<file path="config.mk">
export PLATFORM = sky130hd
export DESIGN_NAME = tmr_irq_ctrl
export DESIGN_NICKNAME = d
export VERILOG_FILES = /design/src/rtl/tmr_irq_pkg.sv /design/src/rtl/tmr_src_cell.sv /design/src/rtl/tmr_level_arb.sv /design/src/rtl/tmr_irq_ctrl.sv
export SDC_FILE = /design/constraint.sdc
export NUM_CORES = 1
export LEC_CHECK = 0
export CAP_MARGIN = 5
export CORE_ASPECT_RATIO = 1.1
export CORE_MARGIN = 2
export CORE_UTILIZATION = 50
export DETAILED_ROUTE_END_ITERATION = 7
export DONT_BUFFER_PORTS = 1
export PLACE_DENSITY_LB_ADDON = 0.05
export SYNTH_ARGS = -nofsm -noshare
export SYNTH_HDL_FRONTEND = slang
export SYNTH_SLANG_ARGS = --single-unit
</file>
<file path="constraint.sdc">
create_clock -name clk -period 11.6 [get_ports clk]
set_input_delay 1.16 -clock clk [delete_from_list [all_inputs] [get_ports clk]]
set_output_delay 1.16 -clock clk [all_outputs]
set_load 0.01 [all_outputs]
</file>
<file path="src/rtl/tmr_irq_pkg.sv">
package tmr_irq_pkg;
  localparam int FLG_BASE = 0;
  localparam int EN_BASE  = 4;
  localparam int PRI_BASE = 8;
  localparam int CNT_BASE = 16;

  // Flag value after a software write, for either write mode.
  function automatic logic flag_after_write(logic rw_mode, logic cur, logic wbit);
    if (rw_mode) return wbit;
    return wbit ? 1'b0 : cur;
  endfunction

  // A source is pending when its flag and enable are both set.
  function automatic logic src_pending(logic flag, logic en);
    return flag & en;
  endfunction

  // Bit position of a source in a shared byte: half 0/1, src 0=B 1=A.
  function automatic int src_bit(int half, int src);
    return 2 + src + 4 * half;
  endfunction

  function automatic int lvl_lsb(int half);
    return 4 * half;
  endfunction
endpackage

</file>
<file path="src/rtl/tmr_src_cell.sv">
module tmr_src_cell
  import tmr_irq_pkg::*;
(
  input  logic clk,
  input  logic rst_n,
  input  logic rw_mode,
  input  logic hw_set,
  input  logic sw_wr,
  input  logic sw_bit,
  input  logic en_wr,
  input  logic en_bit,
  output logic flag,
  output logic enable,
  output logic pending
);
  always_ff @(posedge clk or negedge rst_n) begin
    if (!rst_n) begin
      flag <= 1'b0;
    end else if (hw_set) begin
      flag <= 1'b1;
    end else if (sw_wr) begin
      flag <= flag_after_write(rw_mode, flag, sw_bit);
    end
  end

  always_ff @(posedge clk or negedge rst_n) begin
    if (!rst_n) begin
      enable <= 1'b0;
    end else if (en_wr) begin
      enable <= en_bit;
    end
  end

  assign pending = src_pending(flag, enable);

  p_hw_set_r1: assert property (@(posedge clk) disable iff (!rst_n)
    hw_set |=> flag);
  p_set_wins_r4: assert property (@(posedge clk) disable iff (!rst_n)
    (hw_set && sw_wr) |=> flag);
  p_clear_only_r2: assert property (@(posedge clk) disable iff (!rst_n)
    (!rw_mode && sw_wr && sw_bit && !hw_set) |=> !flag);
  p_keep_zero_r2: assert property (@(posedge clk) disable iff (!rst_n)
    (!rw_mode && sw_wr && !sw_bit && !hw_set) |=> (flag == $past(flag)));
  p_direct_r3: assert property (@(posedge clk) disable iff (!rst_n)
    (rw_mode && sw_wr && !hw_set) |=> (flag == $past(sw_bit)));
  p_enable_load_r6: assert property (@(posedge clk) disable iff (!rst_n)
    en_wr |=> (enable == $past(en_bit)));
endmodule

</file>
<file path="src/rtl/tmr_level_arb.sv">
module tmr_level_arb #(
  parameter int NUM_TIMERS = 6,
  parameter int LVL_W      = 3
) (
  input  logic                  clk,
  input  logic                  rst_n,
  input  logic [NUM_TIMERS-1:0] tmr_pend,
  input  logic [LVL_W-1:0]      tmr_lvl [NUM_TIMERS],
  output logic                  irq_req,
  output logic [LVL_W-1:0]      irq_level
);
  logic [LVL_W-1:0] best;

  always_comb begin
    best = '0;
    for (int i = 0; i < NUM_TIMERS; i++) begin
      if (tmr_pend[i] && (tmr_lvl[i] > best)) best = tmr_lvl[i];
    end
  end

  assign irq_level = best;
  assign irq_req   = |best;

  for (genvar g = 0; g < NUM_TIMERS; g++) begin : g_bound
    p_level_bound_r9: assert property (@(posedge clk) disable iff (!rst_n)
      tmr_pend[g] |-> (irq_level >= tmr_lvl[g]));
  end
endmodule

</file>
<file path="src/rtl/tmr_irq_ctrl.sv">
module tmr_irq_ctrl
  import tmr_irq_pkg::*;
#(
  parameter int NUM_TIMERS = 6,
  parameter int CNT_W      = 16,
  parameter int LVL_W      = 3,
  parameter int ADDR_W     = 5
) (
  input  logic                        clk,
  input  logic                        rst_n,
  input  logic                        flag_rw_mode,
  input  logic [NUM_TIMERS-1:0]       cmp_a_evt,
  input  logic [NUM_TIMERS-1:0]       cmp_b_evt,
  input  logic [NUM_TIMERS*CNT_W-1:0] tmr_count,
  input  logic [ADDR_W-1:0]           bus_addr,
  input  logic                        bus_wr,
  input  logic [7:0]                  bus_wdata,
  output logic [7:0]                  bus_rdata,
  output logic                        irq_req,
  output logic [LVL_W-1:0]            irq_level
);
  localparam int CNT_BYTES = CNT_W / 8;

  logic [NUM_TIMERS-1:0] flag_a, flag_b, en_a, en_b, pend_a, pend_b, tmr_pend;
  logic [LVL_W-1:0]      prio_q [NUM_TIMERS];

  for (genvar t = 0; t < NUM_TIMERS; t++) begin : g_tmr
    localparam int P = t / 2;
    localparam int H = t % 2;
    localparam int BB = src_bit(H, 0);
    localparam int BA = src_bit(H, 1);
    localparam int LL = lvl_lsb(H);

    logic flg_sel, en_sel, pri_sel;
    assign flg_sel = bus_wr && (bus_addr == ADDR_W'(FLG_BASE + P));
    assign en_sel  = bus_wr && (bus_addr == ADDR_W'(EN_BASE + P));
    assign pri_sel = bus_wr && (bus_addr == ADDR_W'(PRI_BASE + P));

    tmr_src_cell u_src_a (
      .clk(clk), .rst_n(rst_n), .rw_mode(flag_rw_mode),
      .hw_set(cmp_a_evt[t]), .sw_wr(flg_sel), .sw_bit(bus_wdata[BA]),
      .en_wr(en_sel), .en_bit(bus_wdata[BA]),
      .flag(flag_a[t]), .enable(en_a[t]), .pending(pend_a[t])
    );

    tmr_src_cell u_src_b (
      .clk(clk), .rst_n(rst_n), .rw_mode(flag_rw_mode),
      .hw_set(cmp_b_evt[t]), .sw_wr(flg_sel), .sw_bit(bus_wdata[BB]),
      .en_wr(en_sel), .en_bit(bus_wdata[BB]),
      .flag(flag_b[t]), .enable(en_b[t]), .pending(pend_b[t])
    );

    // Priority fields carry no reset value; software programs them.
    always_ff @(posedge clk) begin
      if (pri_sel) prio_q[t] <= bus_wdata[LL +: LVL_W];
    end

    assign tmr_pend[t] = pend_a[t] | pend_b[t];
  end

  always_comb begin
    bus_rdata = '0;
    for (int i = 0; i < NUM_TIMERS; i++) begin
      if (bus_addr == ADDR_W'(FLG_BASE + i / 2)) begin
        bus_rdata[src_bit(i % 2, 0)] = flag_b[i];
        bus_rdata[src_bit(i % 2, 1)] = flag_a[i];
      end
      if (bus_addr == ADDR_W'(EN_BASE + i / 2)) begin
        bus_rdata[src_bit(i % 2, 0)] = en_b[i];
        bus_rdata[src_bit(i % 2, 1)] = en_a[i];
      end
      if (bus_addr == ADDR_W'(PRI_BASE + i / 2)) begin
        bus_rdata[lvl_lsb(i % 2) +: LVL_W] = prio_q[i];
      end
      for (int b = 0; b < CNT_BYTES; b++) begin
        if (bus_addr == ADDR_W'(CNT_BASE + CNT_BYTES * i + b)) begin
          bus_rdata = tmr_count[i*CNT_W + 8*b +: 8];
        end
      end
    end
  end

  tmr_level_arb #(.NUM_TIMERS(NUM_TIMERS), .LVL_W(LVL_W)) u_arb (
    .clk(clk), .rst_n(rst_n), .tmr_pend(tmr_pend), .tmr_lvl(prio_q),
    .irq_req(irq_req), .irq_level(irq_level)
  );

  p_req_needs_pend_r8: assert property (@(posedge clk) disable iff (!rst_n)
    irq_req |-> (|tmr_pend));
  p_idle_level_r9: assert property (@(posedge clk) disable iff (!rst_n)
    !(|tmr_pend) |-> (irq_level == '0));
  p_unused_flag_bits_r11: assert property (@(posedge clk) disable iff (!rst_n)
    (bus_addr < ADDR_W'(EN_BASE)) |-> (bus_rdata[1:0] == 2'b00 && bus_rdata[5:4] == 2'b00));
endmodule

</file>
==> results.sh, run 1 <==
export IMPL_maxCapViolCount=0
export IMPL_cp_max_fo=8
export IMPL_finalSetupViolations=0
export IMPL_final_cells=515
export IMPL_diodes=0
export IMPL_synth_edf_count=18
export IMPL_drt_total_wl_mm=12.3
export IMPL_portBuffers=0
export IMPL_outcome="complete, no violations"
export IMPL_rows=32
export IMPL_grt_max_degree=38
export IMPL_ctsResizeCount=0
export IMPL_required_ns=10.44
export IMPL_wl_per_cell_um=24.0
export IMPL_antenna_found_initial=0
export IMPL_p_int_mw=0.289
export IMPL_syn2layout_area_growth_pct=2.97
export IMPL_start_util=0.523
export IMPL_ioPinCount=137
export IMPL_avgViaCountPerCell=7.07
export IMPL_crit_arrival_ns=7.36
export IMPL_rsz0062_at_grt="no"
export IMPL_yosysWarnings=0
export IMPL_combPwrFrac=0.397
export IMPL_peakVddDrop_v=0.0000734
export IMPL_drt_pre_antenna_iters=5
export IMPL_drt_iter0_markers=253
export IMPL_synthArstFlopShare=0.571
export IMPL_yosysSeqAreaShare=0.308
export IMPL_worst_slew_pin_slew_ns=0.976
export IMPL_track_usage=0.303
export IMPL_regArea_mm2=0.00114
export IMPL_syn_inst=444
export IMPL_tritoncts="yes"
export IMPL_final_common_cell="nor2_1"
export IMPL_power_frac_seq=0.384
export IMPL_switching_share=0.357
export IMPL_clkTransAtPathRegs_ns=0.08
export IMPL_post_cts_setup_buffers=0
export IMPL_finalCriticalPeriod_ns=8.52
export IMPL_finalNetCount=565
export IMPL_netlist_area_leader_share=0.162
export IMPL_drc=0
export IMPL_power_total_mw=0.449
export IMPL_place_gp_congestion=0.957
export IMPL_grt_pass1_wl_mm=18.9
export IMPL_netlist_area_mm2=0.00371
export IMPL_busiest_layer="met2"
export IMPL_crit_path_start_kind="flip-flop"
export IMPL_fin_skew_ns=0
export IMPL_grt_pass1_vias=3488
export IMPL_ant_nets=0
export IMPL_layout_common_cells="49 x nor2_1, 41 x nand2_1, 27 x a21oi_1, 26 x o21ai_0"
export IMPL_fp_dieH_um=94.3
export IMPL_hpwl_mm=9.73
export IMPL_synthDistinctLibCells=65
export IMPL_drive_above_1_share=0.114
export IMPL_cts_root_buf="clkbuf_8"
export IMPL_fillers=703
export IMPL_insertion_delay_ns=0.29
export IMPL_yosys_area_top_type="dfrtp_1"
export IMPL_slowest_delay_ns=0.43
export IMPL_p_leak_nw=1.39
export IMPL_end_kind="primary output"
export IMPL_die_area_mm2=0.00812
export IMPL_crit_slowest_cell="a2111o_1"
export IMPL_dp_cells=507
export IMPL_met3_usage=0.0615
export IMPL_clock_sinks=42
export IMPL_syn_avg_cell_area_um2=8.35
export IMPL_cts_max_path_buffers=2
export IMPL_criticalPathCategory="flip-flop to primary output"
export IMPL_slew_headroom=0.344
export IMPL_finalHoldViolations=0
export IMPL_grt_overflow_total=0
export IMPL_cpMostUsedCell="ha_1"
export IMPL_cts_buffers_inserted=5
export IMPL_fmax_ghz=0.117
export IMPL_powerDensity_mw_per_mm2=118
export IMPL_hp_class="input pin to asynchronous set/reset pin"
export IMPL_synthFlopType="dfrtp_1"
export IMPL_power_switching_mw=0.160
export IMPL_fin_tns_setup_ns=0
export IMPL_slew_violations=0
export IMPL_dieWidth_um=86.1
export IMPL_h_tree_depth=2
export IMPL_multi_input_area_mm2=0.00241
export IMPL_core_area_mm2=0.00709
export IMPL_grt_use_met1=0.414
export IMPL_synth_area_top_cells="dfrtp_1 16%, edfxtp_1 15%, mux2_2 5.2%, nor2_1 5.0%, mux2i_1 4.3%"
export IMPL_grt_use_met2=0.488
export IMPL_ys_ff_latch=42
export IMPL_synth_fp_nets=580
export IMPL_place_area_mm2=0.00372
export IMPL_hold_buffers=0
export IMPL_post_route_period_util=0.735
export IMPL_num_vias=3641
export IMPL_power_share_clock=0.219
export IMPL_final_area_mm2=0.00382
## cell usage after synthesis, drive strengths merged, types with 4 or more instances
cell / instances
o31ai: 4
o21ai: 27
a221oi: 4
a22o: 4
dfrtp: 24
a211oi: 5
nand2: 41
nor2: 49
nand3: 15
ha: 11
inv: 17
a21oi: 27
clkbuf: 10
and2: 5
a22oi: 12
a31oi: 24
mux2: 18
nand2b: 7
and3: 5
o22ai: 13
nor3: 15
mux2i: 16
edfxtp: 18
nor2b: 6
or3: 4
buf: 12
o211ai: 5
## logic make-up after synthesis
group           after synthesis  synth area share
buf+inv                      39            0.0415
simple gates                163             0.214
compound gates              152             0.282
flops                        42             0.308
fa+ha+maj                    11            0.0371
mux                          37             0.117
## final cells by class
cell class,count,area share
multi-input combinational,363,0.632
clock inverter,2,0.00295
clock buffer,6,0.0216
tap,85,0.0279
sequential,42,0.299
inverter,17,0.0167
## stage by stage
step / setup WS, ns / hold slack, ns / utilization
after floorplan: 3.95 / 0.479 / -
after global placement: 3.62 / 0.515 / 0.526
after detailed placement: 3.43 / 0.525 / 0.526
after CTS: 3.09 / 0.544 / 0.539
after global routing: 2.42 / 0.537 / 0.539
final: 3.08 / 0.548 / 0.539
## power by group through the flow
stage | Clock, mW | Combinational (mW) | Sequential [mW]
3_3_place_gp | 0 | 0.174 | 0.175
5_1_grt | 0.105 | 0.200 | 0.174
4_1_cts | 0.0996 | 0.177 | 0.172
3_5_place_dp | 0 | 0.176 | 0.175
2_1_floorplan | 0 | 0.153 | 0.173
6_report | 0.0985 | 0.178 | 0.172
## worst max-delay path, delay by kind of cell (launching register included)
family                     cells  cell delay, ns
AOI/OAI and AO/OA             13            3.03
and+or+nand+nor               11            1.82
adders and majority gates      5            1.34
DFF                            1            0.40
muxes                          1            0.36
buffers and inverters          2            0.11
## registers in the layout, indices dropped and copies added, names as in the netlist
signal,flops
prio_q,18
g_tmr.u_src_a.enable,6
g_tmr.u_src_a.flag,6
g_tmr.u_src_b.enable,6
g_tmr.u_src_b.flag,6
## per-layer routing
layer  share of wire  vias to the layer above  wire [µm]
met3           0.091                       28       1130
li1                -                     1675          -
met5               0                        -          0
met1            0.41                     1764       5020
met4           0.024                        0        291
met2            0.48                      174       5890
## final timing paths
path                                               from                       to  slack [ns]  cells after the start
worst max-delay path            g_tmr[0].u_src_a.enable                  irq_req        3.08                     32
worst min-delay path                              rst_n    g_tmr[4].u_src_a.flag        0.55                      0
worst max register to register  g_tmr[5].u_src_a.enable  g_tmr[5].u_src_a.enable       10.81                      1
worst min register to register  g_tmr[3].u_src_a.enable  g_tmr[3].u_src_a.enable        0.55                      1
max in group asynchronous                         rst_n    g_tmr[1].u_src_b.flag       10.97                      0
min in group clk                g_tmr[3].u_src_a.enable  g_tmr[3].u_src_a.enable        0.55                      1
(Power assumes the default switching activity.)
==> run 2: changes to the inputs <==
==> constraint.sdc (replaced) <==
create_clock -name clk -period 6.95 [get_ports clk]
set_input_delay 0.695 -clock clk [delete_from_list [all_inputs] [get_ports clk]]
set_output_delay 0.695 -clock clk [all_outputs]
set_load 0.01 [all_outputs]
==> run 2 against run 1 <==
Effect of this change: the flow now finishes with violations (setup timing); flip-flop and latch count unchanged; routed wire length is 5.3% higher; critical path depth rose by 1; sequential power rose by 67%; critical path type unchanged; critical endpoint unchanged; highest routed layer unchanged.
==> results.sh, run 2 (synthesis gave the netlist of run 1 again) <==
export IMPL_outcome="finished with violations"
export IMPL_violations="setup timing"
export IMPL_rows=32
export IMPL_finalSetupViolations=4
export IMPL_rsz0062_at_grt="yes"
export IMPL_hold_buffers=0
export IMPL_fin_ws_ns=-0.214
export IMPL_wl_per_cell_um=23.8
export IMPL_cpMostUsedCell="ha_4"
export IMPL_slew_violations=0
export IMPL_cts_root_buf="clkbuf_8"
export IMPL_wl_met1_mm=5.07
export IMPL_drc=0
export IMPL_insertion_delay_ns=0.29
export IMPL_tritoncts="yes"
export IMPL_hp_class="input pin to asynchronous set/reset pin"
export IMPL_layout_common_cells="45 x nor2_1, 41 x nand2_1, 28 x buf_4, 24 x o21ai_0, 24 x dfrtp_1"
export IMPL_place_ws_ns=-0.158
export IMPL_clock_sinks=42
export IMPL_criticalPathCategory="flip-flop to primary output"
export IMPL_crit_arrival_ns=6.47
export IMPL_slew_headroom=0.401
export IMPL_track_usage=0.317
export IMPL_p_leak_nw=1.57
export IMPL_peakVddDrop_v=0.0000972
export IMPL_num_vias=3791
export IMPL_cts_max_path_buffers=2
export IMPL_required_ns=6.25
export IMPL_finalNetCount=597
export IMPL_fmax_ghz=0.140
export IMPL_final_common_cell="nor2_1"
export IMPL_cp_max_fo=5
export IMPL_grt_pass1_vias=3697
export IMPL_maxCapViolCount=0
export IMPL_core_area_mm2=0.00709
export IMPL_finalHoldViolations=0
export IMPL_antenna_found_initial=0
export IMPL_drt_pre_antenna_iters=5
export IMPL_switching_share=0.366
export IMPL_post_route_period_util=1.03
export IMPL_power_switching_mw=0.347
export IMPL_dieWidth_um=86.1
export IMPL_p_int_mw=0.600
export IMPL_clkTransAtPathRegs_ns=0.08
export IMPL_combPwrFrac=0.537
export IMPL_portBuffers=0
export IMPL_crit_path_start_kind="flip-flop"
export IMPL_drive_above_1_share=0.260
export IMPL_top_layer_used="met4"
export IMPL_slowest_delay_ns=0.42
export IMPL_largest_register_ffs=18
export IMPL_regArea_mm2=0.00114
export IMPL_finalCriticalPeriod_ns=7.16
export IMPL_cts_buffers_inserted=5
export IMPL_syn2layout_area_growth_pct=16.7
export IMPL_power_share_clock=0.159
export IMPL_diodes=0
export IMPL_multi_input_area_mm2=0.00268
export IMPL_fillers=621
export IMPL_crit_slowest_cell="dfrtp_1"
export IMPL_utilization=0.611
export IMPL_place_gp_congestion=0.891
export IMPL_drt_iter0_markers=301
export IMPL_fin_skew_ns=0
export IMPL_power_total_mw=0.947
export IMPL_start_util=0.523
export IMPL_ant_nets=0
export IMPL_power_frac_seq=0.305
export IMPL_grt_max_degree=38
export IMPL_regMostFlops="prio_q"
export IMPL_worst_slew_pin_slew_ns=0.891
export IMPL_met3WireLength_mm=1.23
export IMPL_r2r_setup_slack_ns=6.06
export IMPL_drt_total_wl_mm=13.0
export IMPL_grt_pass1_wl_mm=19.6
export IMPL_grt_overflow_total=0
export IMPL_whs_ns=0.0955
export IMPL_avgViaCountPerCell=6.94
export IMPL_wl_met2_mm=6.34
export IMPL_ioPinCount=137
export IMPL_h_tree_depth=2
export IMPL_end_kind="primary output"
export IMPL_powerDensity_mw_per_mm2=219
export IMPL_fp_dieH_um=94.3
export IMPL_hpwl_mm=9.89
export IMPL_die_area_mm2=0.00812
-- run 2: power groups by stage --
stage / Sequential, mW / Clock, mW / Combinational, mW
2_1_floorplan: 0.289 / 0 / 0.270
3_3_place_gp: 0.292 / 0 / 0.333
3_5_place_dp: 0.293 / 0 / 0.339
4_1_cts: 0.288 / 0.152 / 0.428
5_1_grt: 0.290 / 0.164 / 0.546
6_report: 0.288 / 0.150 / 0.508
-- run 2: timing repair --
action                     4_1_cts  5_1_grt
setup buffers                   16        5
gates resized for setup         31       22
pin swaps                       27       25
setup endpoints to repair        4        4
-- run 2: stage by stage --
stage                     setup TNS [ns]  cell area, µm²  std cells
final                             -0.497            4330        546
after global routing               -1.63            4330        546
after CTS                         -0.202            4190        541
after detailed placement          -0.392            3850        518
after global placement                 0            3850        518
after floorplan                        0            3750        444
-- run 2: final timing paths --
| path | cells past startpoint | to | startpoint |
|---|---|---|---|
| max reg2reg | 2 | g_tmr[0].u_src_a.enable | g_tmr[0].u_src_a.enable |
| min in group clk | 0 | prio_q[5] | bus_wdata[2] |
| max in group asynchronous | 0 | g_tmr[3].u_src_b.flag | rst_n |
| min reg2reg | 1 | g_tmr[3].u_src_a.enable | g_tmr[3].u_src_a.enable |
| min | 0 | g_tmr[2].u_src_a.enable | rst_n |
| max | 33 | irq_req | g_tmr[0].u_src_b.enable |
-- run 2: layer usage --
layer / up-vias / GRT usage
met2: 186 / 0.537
met1: 1834 / 0.398
met3: 30 / 0.0764
met4: 0 / 0.0992
li1: 1741 / -
met5: - / 0
-- run 2: area by class of cell --
type | instances | area share
multi-input cells | 363 | 0.620
flip-flops and latches | 42 | 0.264
repair buffers | 32 | 0.0590
well taps | 85 | 0.0246
clock buffers | 5 | 0.0159
inverters | 17 | 0.0147
clock inverters | 2 | 0.00231
-- run 2: critical path: cells and delay by family (launching register included) --
family	cells	cell delay (ns)
AOI/OAI and AO/OA	13	2.47
adders and majority gates	5	1.13
buffers and inverters	5	0.61
DFF	1	0.42
muxes	2	0.51
and+or+nand+nor	8	1.05
